[src/rtl/svseq_pkg.sv]
package svseq_pkg;
    typedef enum logic {
        S_IDLE = 1'b0,
        S_RUN  = 1'b1
    } seq_st_e;

    localparam logic [1:0] EW_8  = 2'd0;
    localparam logic [1:0] EW_16 = 2'd1;
endpackage

[src/rtl/svseq_pred_sel.sv]
module svseq_pred_sel #(
    parameter int N  = 64,
    parameter int GW = 6
) (
    input  logic [N-1:0]  mask,
    input  logic [GW-1:0] idx,
    input  logic          inv,
    output logic          en
);
    always_comb begin
        en = mask[idx] ^ inv;
    end
endmodule

[src/rtl/svseq_addr_gen.sv]
module svseq_addr_gen #(
    parameter int IW = 8,
    parameter int NP = 3
) (
    input  logic [NP-1:0][IW-1:0] bases,
    input  logic [IW-1:0]         offset,
    output logic [NP-1:0][IW-1:0] addrs
);
    for (genvar p = 0; p < NP; p++) begin : g_port
        assign addrs[p] = bases[p] + offset;
    end
endmodule

[src/rtl/svseq_lane_add.sv]
module svseq_lane_add
    import svseq_pkg::*;
#(
    parameter int DW = 32
) (
    input  logic [DW-1:0] a,
    input  logic [DW-1:0] b,
    input  logic [1:0]    ew,
    output logic [DW-1:0] sum
);
    logic [DW-1:0] full;

    always_comb begin
        full = a + b;
        case (ew)
            EW_8:    sum = DW'(full[7:0]);
            EW_16:   sum = DW'(full[15:0]);
            default: sum = full;
        endcase
    end
endmodule

[src/rtl/svseq_top.sv]
module svseq_top
    import svseq_pkg::*;
#(
    parameter int DW    = 32,
    parameter int IW    = 8,
    parameter int MAXVL = 64
) (
    input  logic                          clk,
    input  logic                          rst_n,
    input  logic                          start,
    input  logic [$clog2(MAXVL+1)-1:0]    vl,
    input  logic [2:0]                    subvl,
    input  logic [1:0]                    ew,
    input  logic                          pred_inv,
    input  logic [MAXVL-1:0]              pred_mask,
    input  logic [IW-1:0]                 dst_base,
    input  logic [IW-1:0]                 src1_base,
    input  logic [IW-1:0]                 src2_base,
    output logic                          busy,
    output logic                          done,
    output logic [IW-1:0]                 rd_a_addr,
    input  logic [DW-1:0]                 rd_a_data,
    output logic [IW-1:0]                 rd_b_addr,
    input  logic [DW-1:0]                 rd_b_data,
    output logic                          wr_en,
    output logic [IW-1:0]                 wr_addr,
    output logic [DW-1:0]                 wr_data
);
    localparam int VLW = $clog2(MAXVL + 1);
    localparam int GW  = $clog2(MAXVL);
    localparam int SVW = 3;
    localparam int LW  = 2;

    typedef struct packed {
        seq_st_e          st;
        logic [GW-1:0]    grp;
        logic [LW-1:0]    lane;
        logic [IW-1:0]    off;
        logic [VLW-1:0]   vl;
        logic [SVW-1:0]   sv;
        logic [1:0]       ew;
        logic             inv;
        logic [MAXVL-1:0] mask;
        logic [IW-1:0]    rdb;
        logic [IW-1:0]    s1b;
        logic [IW-1:0]    s2b;
        logic             done;
    } seq_t;

    seq_t d, q;

    logic                  grp_en;
    logic                  last_grp;
    logic                  last_lane;
    logic [1:0]            ew_live;
    logic [2:0][IW-1:0]    bases;
    logic [2:0][IW-1:0]    addrs;
    logic [SVW-1:0]        sv_in;
    logic [VLW-1:0]        vl_in;

    assign ew_live = q.ew;
    assign bases   = {q.s2b, q.s1b, q.rdb};

    svseq_pred_sel #(.N(MAXVL), .GW(GW)) u_pred (
        .mask (q.mask),
        .idx  (q.grp),
        .inv  (q.inv),
        .en   (grp_en)
    );

    svseq_addr_gen #(.IW(IW), .NP(3)) u_addr (
        .bases  (bases),
        .offset (q.off + IW'(q.lane)),
        .addrs  (addrs)
    );

    svseq_lane_add #(.DW(DW)) u_add (
        .a   (rd_a_data),
        .b   (rd_b_data),
        .ew  (ew_live),
        .sum (wr_data)
    );

    always_comb begin
        if (subvl == 3'd0)      sv_in = SVW'(1);
        else if (subvl > 3'd4)  sv_in = SVW'(4);
        else                    sv_in = subvl;
        vl_in     = (vl > VLW'(MAXVL)) ? VLW'(MAXVL) : vl;
        last_grp  = (VLW'(q.grp) == q.vl - VLW'(1));
        last_lane = (q.lane == LW'(q.sv - SVW'(1)));

        d      = q;
        d.done = 1'b0;
        case (q.st)
            S_IDLE: begin
                if (start) begin
                    d.vl   = vl_in;
                    d.sv   = sv_in;
                    d.ew   = ew;
                    d.inv  = pred_inv;
                    d.mask = pred_mask;
                    d.rdb  = dst_base;
                    d.s1b  = src1_base;
                    d.s2b  = src2_base;
                    d.grp  = '0;
                    d.lane = '0;
                    d.off  = '0;
                    if (vl_in == '0) d.done = 1'b1;
                    else             d.st   = S_RUN;
                end
            end
            default: begin
                if (grp_en && !last_lane) begin
                    d.lane = q.lane + LW'(1);
                end else begin
                    d.lane = '0;
                    d.off  = q.off + IW'(q.sv);
                    d.grp  = q.grp + GW'(1);
                    if (last_grp) begin
                        d.st   = S_IDLE;
                        d.done = 1'b1;
                    end
                end
            end
        endcase
    end

    always_ff @(posedge clk or negedge rst_n) begin
        if (!rst_n) q <= '0;
        else        q <= d;
    end

    assign busy      = (q.st == S_RUN);
    assign done      = q.done;
    assign wr_en     = busy && grp_en;
    assign wr_addr   = addrs[0];
    assign rd_a_addr = addrs[1];
    assign rd_b_addr = addrs[2];
endmodule

[config.mk]
export PLATFORM = sky130hd
export DESIGN_NAME = svseq_top
export DESIGN_NICKNAME = d
export VERILOG_FILES = /design/src/rtl/svseq_pkg.sv /design/src/rtl/svseq_pred_sel.sv /design/src/rtl/svseq_addr_gen.sv /design/src/rtl/svseq_lane_add.sv /design/src/rtl/svseq_top.sv
export SDC_FILE = /design/constraint.sdc
export NUM_CORES = 1
export LEC_CHECK = 0
export BUFFER_PORTS_ARGS = -buffer_cell sky130_fd_sc_hd__buf_2
export CAP_MARGIN = 20
export CORE_ASPECT_RATIO = 0.75
export CORE_MARGIN = 10
export CORE_UTILIZATION = 37
export CTS_BUF_LIST = sky130_fd_sc_hd__clkbuf_2
export DETAILED_ROUTE_END_ITERATION = 8
export PLACE_DENSITY = 0.64
export SLEW_MARGIN = 15
export SYNTH_ARGS = -nofsm -noshare
export SYNTH_HDL_FRONTEND = slang
export SYNTH_SLANG_ARGS = --single-unit
export TNS_END_PERCENT = 10
[constraint.sdc]
create_clock -name clk -period 4 [get_ports clk]
set_input_delay 0.8 -clock clk [delete_from_list [all_inputs] [get_ports clk]]
set_output_delay 0.8 -clock clk [all_outputs]
set_load 0.05 [all_outputs]
==> qor.csv, run 1 <==
stage;metric;value;unit
timing;rsz0062_at_grt;true;
finish;drive_gt1_frac;0.317;
yosys;synthesis.nets;1211;
critical_path;worst-path-buf-inv;1;
yosys;synth_simple_gate_area_frac;0.242;
routing;drt_first_pass_iters;5;
timing;relSlewSlack;0.549;
yosys;synthArstFlopShare;1.00;
pwr;seqPwrFrac;0.212;
timing;finalCritPeriodShare;1.10;
critical_path;end_kind;output pin;
critical_path;start_kind;flip-flop;
timing;post-route-min-period;4.38;ns
pwr;p_int;4.85;mW
floorplan;start_util;0.374;
clock_tree;htreeDepth;4;
yosys;synthCells;978;
critical_path;cp.required;3.20;ns
pwr;power.share.combinational;0.715;
routing;post_drt_via_cell_ratio;5.03;
floorplan;dieWidth;192;µm
outcome;violations;negative setup slack;
global_routing;grt_max_degree;120;
yosys;synth.mux.area_fraction;0.0630;
yosys;synthAdderAreaFrac;0.105;
min_path;hp-class;in2async;
outcome;status;complete, but fails checks;
pwr;p_clk_frac;0.073;
timing;finalHoldViolations;0;
routing;vias;7890;
yosys;syn_avg_cell_area;8.36;µm²
placement;numPortBuffers;226;
yosys;synth_seq_area_share;0.364;
global_routing;antenna_found_initial;4;
yosys;ys_ff_latch;119;
timing;finalSetupTns;-3.66;ns
finish;synthToLayoutAreaGrowth;31.7;%
critical_path;crit_family;adder cells;
critical_path;crit_path_cell_trace;ha_2 > fa_2 > ha_1 > a21o_1 > a21oi_2 > o21bai_1 > a21oi_2 > o21bai_1 > a21oi_1 > xnor2_1 > buf_4;
placement;place_ws;-0.507;ns
yosys;yosys_warnings;0;
global_routing;grt_pass1_wl;41800;µm
clock_tree;cts_made_buffers;17;
flow_run;maxCapViolations;0;
critical_path;crit_type;reg2out;
clock_tree;clkTransAtPathRegs;0.20;ns
routing;ant_nets;0;
timing;fmax;228;MHz
critical_path;crit_fanout;6;
floorplan;core_area;21900;µm²
timing;finalMaxSlewViolations;0;
global_routing;track_usage;0.182;
yosys;synth_xor_area_frac;0.0589;
clock_tree;cts-root-buf;clkbuf_2;
yosys;synth_area;8180;µm²
finish;finish.net_count;1494;
placement;dp_hpwl;19600;µm
timing;setup_viol;23;
pwr;cellLeakagePower;5.53;nW
pwr;ir_drop;0.000663;V
critical_path;crit_arrival;3.58;ns
clock_tree;cts_tree;done;
global_routing;grt.overflow.total;0;
yosys;synth_compound_area_frac;0.136;
floorplan;io_pins;227;
floorplan;die-height;149;µm
yosys;synth_flop_cell;dfrtp_1;
finish;layout.cells.non_filler;1570;
critical_path;slowest_stage;fa_2;
critical_path;slowest_delay;0.67;ns
routing;drc;0;
routing;post_drt_wl_per_cell;16.6;µm
global_routing;grt_pass1_vias;8172;
pwr;p_sw;5.74;mW
clock_tree;cts_buffer_depth;2;
floorplan;fp-row-count;47;
yosys;synth_cell_types;60;
timing;worst_slack;-0.385;ns
placement;gp_congestion;0.905;
pwr;swShare;0.542;
pwr;cellPowerDensity;982;nW/µm²
yosys;synth_top_family_by_area;simple AND/OR/NAND/NOR gates;
floorplan;die_area;28500;µm²
timing;clock-skew-final;0.0400;ns
yosys;synth_edf_count;0;
routing;wirelength;26100;µm
routing;first_iter_violations;381;
pwr;power.total;10.6;mW
clock_tree;cts.sinks;119;
timing;tightest_slew;0.669;ns
placement;place_inst;1520;
clock_tree;clock_latency;0.71;ns
-- final cells by class --
cell class / instances / area (µm²)
diodes: 3 / 7.51
clock buffers: 17 / 85.1
clock inverters: 14 / 135
fillers: 2160 / 11100
inverters: 26 / 97.6
multi-input cells: 796 / 5220
flip-flops and latches: 119 / 2980
well taps: 294 / 368
repair buffers: 301 / 1880
-- metrics by stage --
step / hold slack, ns / utilization / instance area (µm²)
after floorplan: 0.438 / - / 8260
after global placement: 0.452 / 0.464 / 10100
after detailed placement: 0.457 / 0.464 / 10100
after CTS: 0.0943 / 0.491 / 10700
after global routing: 0.0916 / 0.493 / 10800
final: 0.132 / 0.493 / 10800
-- synthesized netlist by cell type, types with 10 or more instances --
cell type | number | area (µm²)
a21oi_1 | 56 | 280
o21ai_0 | 27 | 135
nand2_1 | 336 | 1260
xor2_1 | 20 | 175
mux4_2 | 10 | 225
a21o_1 | 16 | 120
o21bai_1 | 12 | 90.1
clkbuf_1 | 27 | 101
ha_1 | 59 | 738
nand3_1 | 16 | 80.1
xnor2_1 | 35 | 307
mux2i_1 | 20 | 200
dfrtp_1 | 119 | 2980
nor2_1 | 48 | 180
inv_1 | 25 | 93.8
nor3_1 | 14 | 70.1
-- flip-flops by register name, summed over array words and instances (netlist names) --
register / cells
bases: 24
busy: 1
done: 1
ew_live: 2
q: 91
-- per-layer routing --
layer / part of all wire / GRT usage
met5: 0 / 0
met4: 0.0096 / 0.0444
met3: 0.062 / 0.0509
met2: 0.45 / 0.282
met1: 0.48 / 0.245
-- layout by cell type (no fill, tap or decap), types with 10 or more instances in the layout --
master,synthesis,layout
nand2_1,336,335
buf_2,2,199
dfrtp_1,119,117
buf_4,0,89
ha_1,59,55
a21oi_1,56,44
nor2_1,48,44
xnor2_1,35,35
inv_1,25,25
o21ai_0,27,25
xor2_1,20,19
clkbuf_2,0,17
a21o_1,16,16
nand3_1,16,16
mux2i_1,20,16
a21oi_2,0,12
nor3_1,14,12
o21bai_1,12,12
mux4_2,10,10
-- power groups by stage --
stage          Clock (mW)  Sequential [mW]  Combinational (mW)
6_report            0.768             2.24                7.57
3_3_place_gp            0             2.24                6.80
2_1_floorplan           0             2.10                5.35
4_1_cts             0.803             2.24                7.54
3_5_place_dp            0             2.26                6.92
5_1_grt             0.855             2.32                8.20
-- timing repair --
action | 4_1_cts | 5_1_grt
hold buffers | 0 | 0
resized for setup | 62 | 4
gates cloned | 1 | 0
buffers inserted | 13 | 2
pin swaps | 25 | 4
endpoints found under the setup margin | 32 | 32
-- final timing paths --
path	end	start	slack, ns	cells past startpoint
hold reg to reg	q[39]	q[39]	0.49	2
max in group asynchronous	q[79]	rst_n	3.31	2
hold / removal	bases[12]	rst_n	0.13	2
min in group clk	q[68]	pred_mask[43]	0.26	3
setup reg to reg	q[106]	q[112]	0.87	8
setup / recovery	rd_b_addr[7]	q[102]	-0.38	11
-- logic make-up after synthesis --
group                      count (synthesis)
AOI/OAI and AO/OA                        168
xor gates and xnor gates                  55
adders and majority gates                 65
buffers and inverters                     63
DFF                                      119
muxes                                     38
and+or+nand+nor                          470
No activity file was read; power rests on OpenSTA's default activity.
==> inputs of run 2 (changes only) <==
--- a/config.mk
+++ b/config.mk
@@ -8,7 +8,6 @@
 export BUFFER_PORTS_ARGS = -buffer_cell sky130_fd_sc_hd__buf_2
 export CAP_MARGIN = 20
 export CORE_ASPECT_RATIO = 0.75
-export CORE_MARGIN = 10
 export CORE_UTILIZATION = 37
 export CTS_BUF_LIST = sky130_fd_sc_hd__clkbuf_2
 export DETAILED_ROUTE_END_ITERATION = 8
==> qor.csv, run 2 (synthesis results as in run 1) <==
stage;metric;value;unit;change
timing;rsz0062_at_grt;true;;unchanged
clock_tree;cts_made_buffers;17;;unchanged
global_routing;use_met1;0.297;;was 0.245
finish;fill_cells;2075;;was 2,160
timing;finalHoldViolations;0;;unchanged
critical_path;crit_type;reg2out;;unchanged
floorplan;io_pins;227;;unchanged
timing;setup_viol;15;;was 23
timing;clock-skew-final;0.0343;ns;was 0.0400 ns
pwr;cellPowerDensity;984;nW/µm²;was 982 nW/µm²
timing;finalMaxSlewViolations;0;;unchanged
global_routing;grt_pass1_vias;7422;;was 8,172
outcome;status;complete, but fails checks;;unchanged
timing;worst_slack;-0.251;ns;was -0.385 ns
floorplan;start_util;0.382;;was 0.374
timing;finalCritPeriodShare;1.06;;was 1.10
floorplan;dieWidth;174;µm;was 192 µm
clock_tree;cts_buffer_depth;2;;unchanged
pwr;ir_drop;0.000665;V;was 0.000663 V
clock_tree;cts_tree;done;;unchanged
timing;relSlewSlack;0.520;;was 0.549
placement;gp_congestion;0.887;;was 0.905
finish;largest_reg_flops;91;;unchanged
timing;tightest_slew;0.719;ns;was 0.669 ns
floorplan;fp-row-count;46;;was 47
critical_path;end_kind;output pin;;unchanged
routing;drc;0;;unchanged
clock_tree;cts.sinks;119;;unchanged
placement;numPortBuffers;226;;unchanged
floorplan;die-height;131;µm;was 149 µm
placement;dp_hpwl;17200;µm;was 19,600 µm
global_routing;grtUsageMet3;0.0443;;was 0.0509
finish;finish.net_count;1491;;was 1,494
min_path;hp-class;in2async;;unchanged
routing;wirelength;23600;µm;was 26,100 µm
routing;post_drt_wl_per_cell;15.2;µm;was 16.6 µm
finish;final_cell_mix;335 x nand2_1, 200 x buf_2, 117 x dfrtp_1;;was 335 x nand2_1, 199 x buf_2, 117 x dfrtp_1
pwr;cellLeakagePower;5.54;nW;was 5.53 nW
timing;fmax;235;MHz;was 228 MHz
clock_tree;clock_latency;0.69;ns;was 0.71 ns
clock_tree;cts-root-buf;clkbuf_2;;unchanged
critical_path;cp.required;3.20;ns;about the same
outcome;violations;negative setup slack;;unchanged
finish;final_common_cell;nand2_1;;unchanged
global_routing;grt.overflow.total;0;;unchanged
global_routing;grt_pass1_wl;38000;µm;was 41,800 µm
critical_path;crit_fanout;5;;was 6
global_routing;antenna_found_initial;2;;was 4
routing;ant_nets;0;;unchanged
global_routing;use_met2;0.335;;was 0.282
global_routing;track_usage;0.210;;was 0.182
timing;post-route-min-period;4.25;ns;was 4.38 ns
global_routing;grt_busiest_layer;met2;;unchanged
floorplan;die_area;22700;µm²;was 28,500 µm²
global_routing;grt_max_degree;120;;unchanged
finish;top_register;q;;unchanged
finish;layout.cells.non_filler;1559;;was 1,570
floorplan;core_area;21400;µm²;was 21,900 µm²
clock_tree;htreeDepth;4;;unchanged
critical_path;crit_arrival;3.45;ns;was 3.58 ns
flow_run;maxCapViolations;0;;unchanged
clock_tree;clkTransAtPathRegs;0.22;ns;was 0.20 ns
critical_path;start_kind;flip-flop;;unchanged
finish;synthToLayoutAreaGrowth;32.5;%;was 31.7%
timing;finalSetupTns;-1.74;ns;was -3.66 ns
clock_tree;cts_hold_buffers;0;;unchanged
finish;drive_gt1_frac;0.327;;was 0.317
routing;post_drt_via_cell_ratio;5.00;;was 5.03
routing;drt_first_pass_iters;4;;was 5
routing;first_iter_violations;407;;was 381
placement;place_inst;1511;;was 1,520
routing;vias;7801;;was 7,890
## run 2: cell types whose count changed in the layout (fill, tap and decap cells not counted), moves of 2 or more
| cell | previous run | this run |
|---|---|---|
| a21oi_1 | 44 | 38 |
| buf_4 | 89 | 82 |
| buf_6 | 6 | 10 |
| diode_2 | 3 | 1 |
| bufinv_16 | 2 | 4 |
| a21oi_2 | 12 | 18 |
## run 2: timing repair
item	4_1_cts	5_1_grt
setup buffers	9	7
pin swaps	28	11
resized for setup	60	31
setup endpoints to repair	26	29
## run 2: cell type report
class,instances,area [µm²],area share
Multi-Input combinational cell,796,5300,0.488
Sequential cell,119,2980,0.275
Timing Repair Buffer,298,1840,0.169
Tap cell,288,360,0.0332
Clock inverter,14,183,0.0169
Inverter,26,97.6,0.00900
Clock buffer,17,85.1,0.00785
Antenna cell,1,2.50,0.000231
## run 2: metal layers
metal / part of all wire / wire, µm
met1: 0.49 / 11700
met2: 0.45 / 10500
met3: 0.051 / 1200
met4: 0.0088 / 208
met5: 0.00055 / 13
## run 2: critical path: stages, from the launching register on
cell,delay (ns)
dfrtp_1,0.47
ha_4,0.19
fa_2,0.50
buf_4,0.17
buf_6,0.11
fa_2,0.35
a21oi_2,0.12
nor2_1,0.05
nor2_1,0.15
o21bai_1,0.09
a21oi_1,0.17
xnor2_1,0.17
buf_4,0.24
## run 2: path summary, 6_finish.rpt
path | depth (start not counted) | from | slack, ns | to
worst max-delay path | 12 | q[110] | -0.25 | wr_addr[6]
worst min-delay path | 2 | rst_n | 0.11 | q[38]
worst max register to register | 8 | q[112] | 0.93 | q[107]
worst min register to register | 2 | q[82] | 0.50 | q[82]
max in group asynchronous | 2 | rst_n | 3.26 | q[97]
min in group clk | 3 | pred_mask[5] | 0.27 | q[30]
## run 2: where the power goes
part | leakage [nW] | internal (mW) | switching (mW)
Sequential | 1.47 | 1.77 | 0.492
Combinational | 3.92 | 2.79 | 4.73
Clock | 0.151 | 0.402 | 0.495
Total | 5.54 | 4.95 | 5.71
## run 2: through the flow
stage,util,power [mW],area (µm²),hold slack (ns),setup WS (ns)
2_1_floorplan,-,7.45,8260,0.438,-0.132
3_3_place_gp,0.472,8.94,10100,0.452,-0.404
3_5_place_dp,0.472,9.05,10100,0.460,-0.430
4_1_cts,0.499,10.5,10700,0.151,-0.309
5_1_grt,0.506,11.4,10800,0.154,-0.470
6_report,0.506,10.7,10800,0.112,-0.251
==> inputs of run 3 (changes only) <==
--- a/config.mk
+++ b/config.mk
@@ -5,7 +5,7 @@
 export SDC_FILE = /design/constraint.sdc
 export NUM_CORES = 1
 export LEC_CHECK = 0
-export BUFFER_PORTS_ARGS = -buffer_cell sky130_fd_sc_hd__buf_2
+export BUFFER_PORTS_ARGS = -buffer_cell sky130_fd_sc_hd__buf_4
 export CAP_MARGIN = 20
 export CORE_ASPECT_RATIO = 0.75
 export CORE_UTILIZATION = 37
==> constraint.sdc (replaced) <==
create_clock -name clk -period 4 [get_ports clk]
set_input_delay 0.4 -clock clk [delete_from_list [all_inputs] [get_ports clk]]
set_output_delay 0.4 -clock clk [all_outputs]
set_load 0.05 [all_outputs]
==> qor.csv, run 3 (synthesis results as in run 1) <==
stage;metric;value;unit;change
timing;clock-skew-final;0.0456;ns;was 0.0343 ns
critical_path;start_kind;flip-flop;;unchanged
routing;wl_met2;10700;µm;was 10,500 µm
finish;multiInputGateArea;5090;µm²;was 5300 µm²
pwr;p_sw;5.58;mW;was 5.71 mW
finish;largest_reg_flops;91;;unchanged
pwr;p_clk_frac;0.057;;was 0.084
floorplan;start_util;0.382;;unchanged
placement;place_ws;0.407;ns;was -0.430 ns
timing;finalMaxSlewViolations;0;;unchanged
finish;final_cell_mix;335 x nand2_1, 237 x buf_4, 117 x dfrtp_1;;was 335 x nand2_1, 200 x buf_2, 117 x dfrtp_1
placement;numPortBuffers;226;;unchanged
critical_path;crit_arrival;3.42;ns;was 3.45 ns
timing;relSlewSlack;0.376;;was 0.520
routing;first_iter_violations;457;;was 407
floorplan;fp-row-count;46;;unchanged
global_routing;track_usage;0.212;;was 0.210
outcome;status;finished clean;;was complete, but fails checks
min_path;hp-class;in2async;;unchanged
finish;synthToLayoutAreaGrowth;42.0;%;was 32.5%
critical_path;cp.required;3.60;ns;was 3.20 ns
floorplan;die-height;131;µm;unchanged
clock_tree;htreeDepth;4;;unchanged
floorplan;core_area;21400;µm²;unchanged
clock_tree;cts.sinks;119;;unchanged
placement;dp_hpwl;17400;µm;was 17,200 µm
routing;highest_layer;met4;;was met5
critical_path;reg2reg_setup_slack;0.89;ns;was 0.93 ns
routing;post_drt_via_cell_ratio;4.93;;was 5.00
timing;setup_viol;0;;was 15
critical_path;reg2reg_depth;8;;unchanged
floorplan;dieWidth;174;µm;unchanged
placement;gp_congestion;0.921;;was 0.887
finish;top_register;q;;unchanged
timing;tightest_slew;0.935;ns;was 0.719 ns
finish;finish.net_count;1541;;was 1,491
routing;wl_met3;1330;µm;was 1200 µm
critical_path;crit_type;reg2out;;unchanged
critical_path;crit_path_cell_trace;buf_12 > mux4_2 > mux4_2 > a2111oi_4 > o21ai_2 > and2_1 > nor2_1 > buf_6;;was ha_4 > fa_2 > buf_4 > buf_6 > fa_2 > a21oi_2 > nor2_1 > nor2_1 > o21bai_1 > a21oi_1 > xnor2_1 > buf_4
timing;finalHoldViolations;0;;unchanged
pwr;ir_drop;0.000648;V;was 0.000665 V
critical_path;crit_fanout;14;;was 5
timing;timing.hold.ws;0.388;ns;was 0.112 ns
pwr;power.share.combinational;0.722;;was 0.704
timing;worst_slack;0.182;ns;was -0.251 ns
pwr;power.total;10.3;mW;was 10.7 mW
pwr;swShare;0.543;;was 0.536
pwr;seqPwrFrac;0.221;;was 0.212
floorplan;io_pins;227;;unchanged
critical_path;end_kind;output pin;;unchanged
global_routing;grt.overflow.total;0;;unchanged
critical_path;critical_path.most_common_cell;mux4_2;;
finish;fill_cells;1993;;was 2,075
finish;seq_area;2980;µm²;unchanged
clock_tree;clock_latency;0.68;ns;was 0.69 ns
clock_tree;clkTransAtPathRegs;0.18;ns;was 0.22 ns
timing;post-route-min-period;3.82;ns;was 4.25 ns
routing;vias;7926;;was 7,801
pwr;cellPowerDensity;884;nW/µm²;was 984 nW/µm²
timing;fmax;262;MHz;was 235 MHz
floorplan;die_area;22700;µm²;unchanged
timing;finalCritPeriodShare;0.955;;was 1.06
timing;finalSetupTns;0;ns;was -1.74 ns
flow_run;maxCapViolations;0;;unchanged
global_routing;grt_max_degree;74;;was 120
routing;wl_met1;12000;µm;was 11,700 µm
timing;rsz0062_at_grt;true;;unchanged
critical_path;slowest_stage;mux4_2;;was fa_2
clock_tree;cts_tree;done;;unchanged
routing;ant_nets;0;;unchanged
critical_path;slowest_delay;0.53;ns;was 0.50 ns
pwr;cellLeakagePower;5.81;nW;was 5.54 nW
critical_path;r2r_end;q[106];;was q[107]
routing;post_drt_wl_per_cell;15.0;µm;was 15.2 µm
clock_tree;cts_buffer_depth;2;;unchanged
clock_tree;cts_made_buffers;17;;unchanged
clock_tree;cts-root-buf;clkbuf_2;;unchanged
routing;wirelength;24200;µm;was 23,600 µm
global_routing;antenna_found_initial;1;;was 2
pwr;p_int;4.69;mW;was 4.95 mW
global_routing;grt_pass1_wl;38200;µm;was 38,000 µm
critical_path;r2r_start;q[112];;unchanged
routing;drt_first_pass_iters;5;;was 4
routing;drc;0;;unchanged
finish;final_common_cell;nand2_1;;unchanged
global_routing;grt_pass1_vias;7539;;was 7,422
finish;drive_gt1_frac;0.246;;was 0.327
-- run 3: per-layer routing --
layer | vias up | track usage
met4 | 0 | 0.0356
met1 | 3668 | 0.307
met3 | 17 | 0.0414
met5 | - | 0
li1 | 4007 | -
met2 | 234 | 0.334
-- run 3: worst max path at each step --
stage                       startpoint           end  slack, ns  cells past startpoint
after floorplan           rd_a_data[0]   wr_data[26]       0.14                     10
after global placement    rd_a_data[0]   wr_data[30]       0.41                     12
after detailed placement  rd_a_data[0]   wr_data[30]       0.41                     12
after CTS                       q[112]         wr_en      0.009                      8
after global routing            q[102]  rd_a_addr[7]      -0.04                     11
final                           q[112]         wr_en       0.18                      8
-- run 3: power by group through the flow --
| stage | Combinational [mW] | Sequential, mW | Clock, mW |
|---|---|---|---|
| 2_1_floorplan | 5.31 | 2.10 | 0 |
| 3_3_place_gp | 6.89 | 2.27 | 0 |
| 3_5_place_dp | 6.97 | 2.29 | 0 |
| 4_1_cts | 7.20 | 2.25 | 0.622 |
| 5_1_grt | 7.95 | 2.36 | 0.676 |
| 6_report | 7.41 | 2.27 | 0.586 |
-- run 3: cell type report --
| class | instances | area share |
|---|---|---|
| inverter | 26 | 0.00840 |
| tap | 288 | 0.0310 |
| antenna | 2 | 0.000431 |
| clock inverter | 11 | 0.00550 |
| sequential | 119 | 0.257 |
| multi-input combinational | 796 | 0.438 |
| timing repair buffer | 348 | 0.252 |
| clock buffer | 18 | 0.00776 |
-- run 3: timing repair --
action	CTS	global route
setup endpoints to repair	9	7
setup buffers	4	3
endpoints found under the hold margin	173	0
cloned	0	1
pin swaps	5	9
hold buffers	106	0
gates resized for setup	11	18
-- run 3: metrics by stage --
stage	area, µm²	utilization	cells
after CTS	11500	0.535	1602
final	11600	0.542	1608
after global placement	10200	0.476	1463
after global routing	11600	0.542	1607
after floorplan	8180	-	978
after detailed placement	10200	0.476	1463
-- run 3: worst max-delay path, delay by kind of cell (launching register included) --
kind                   cells  cell delay [ns]
multiplexers               2             1.04
AO/OA/AOI/OAI              2             0.55
flip-flops                 1             0.44
buffers and inverters      2             0.37
AND/OR/NAND/NOR            2             0.36
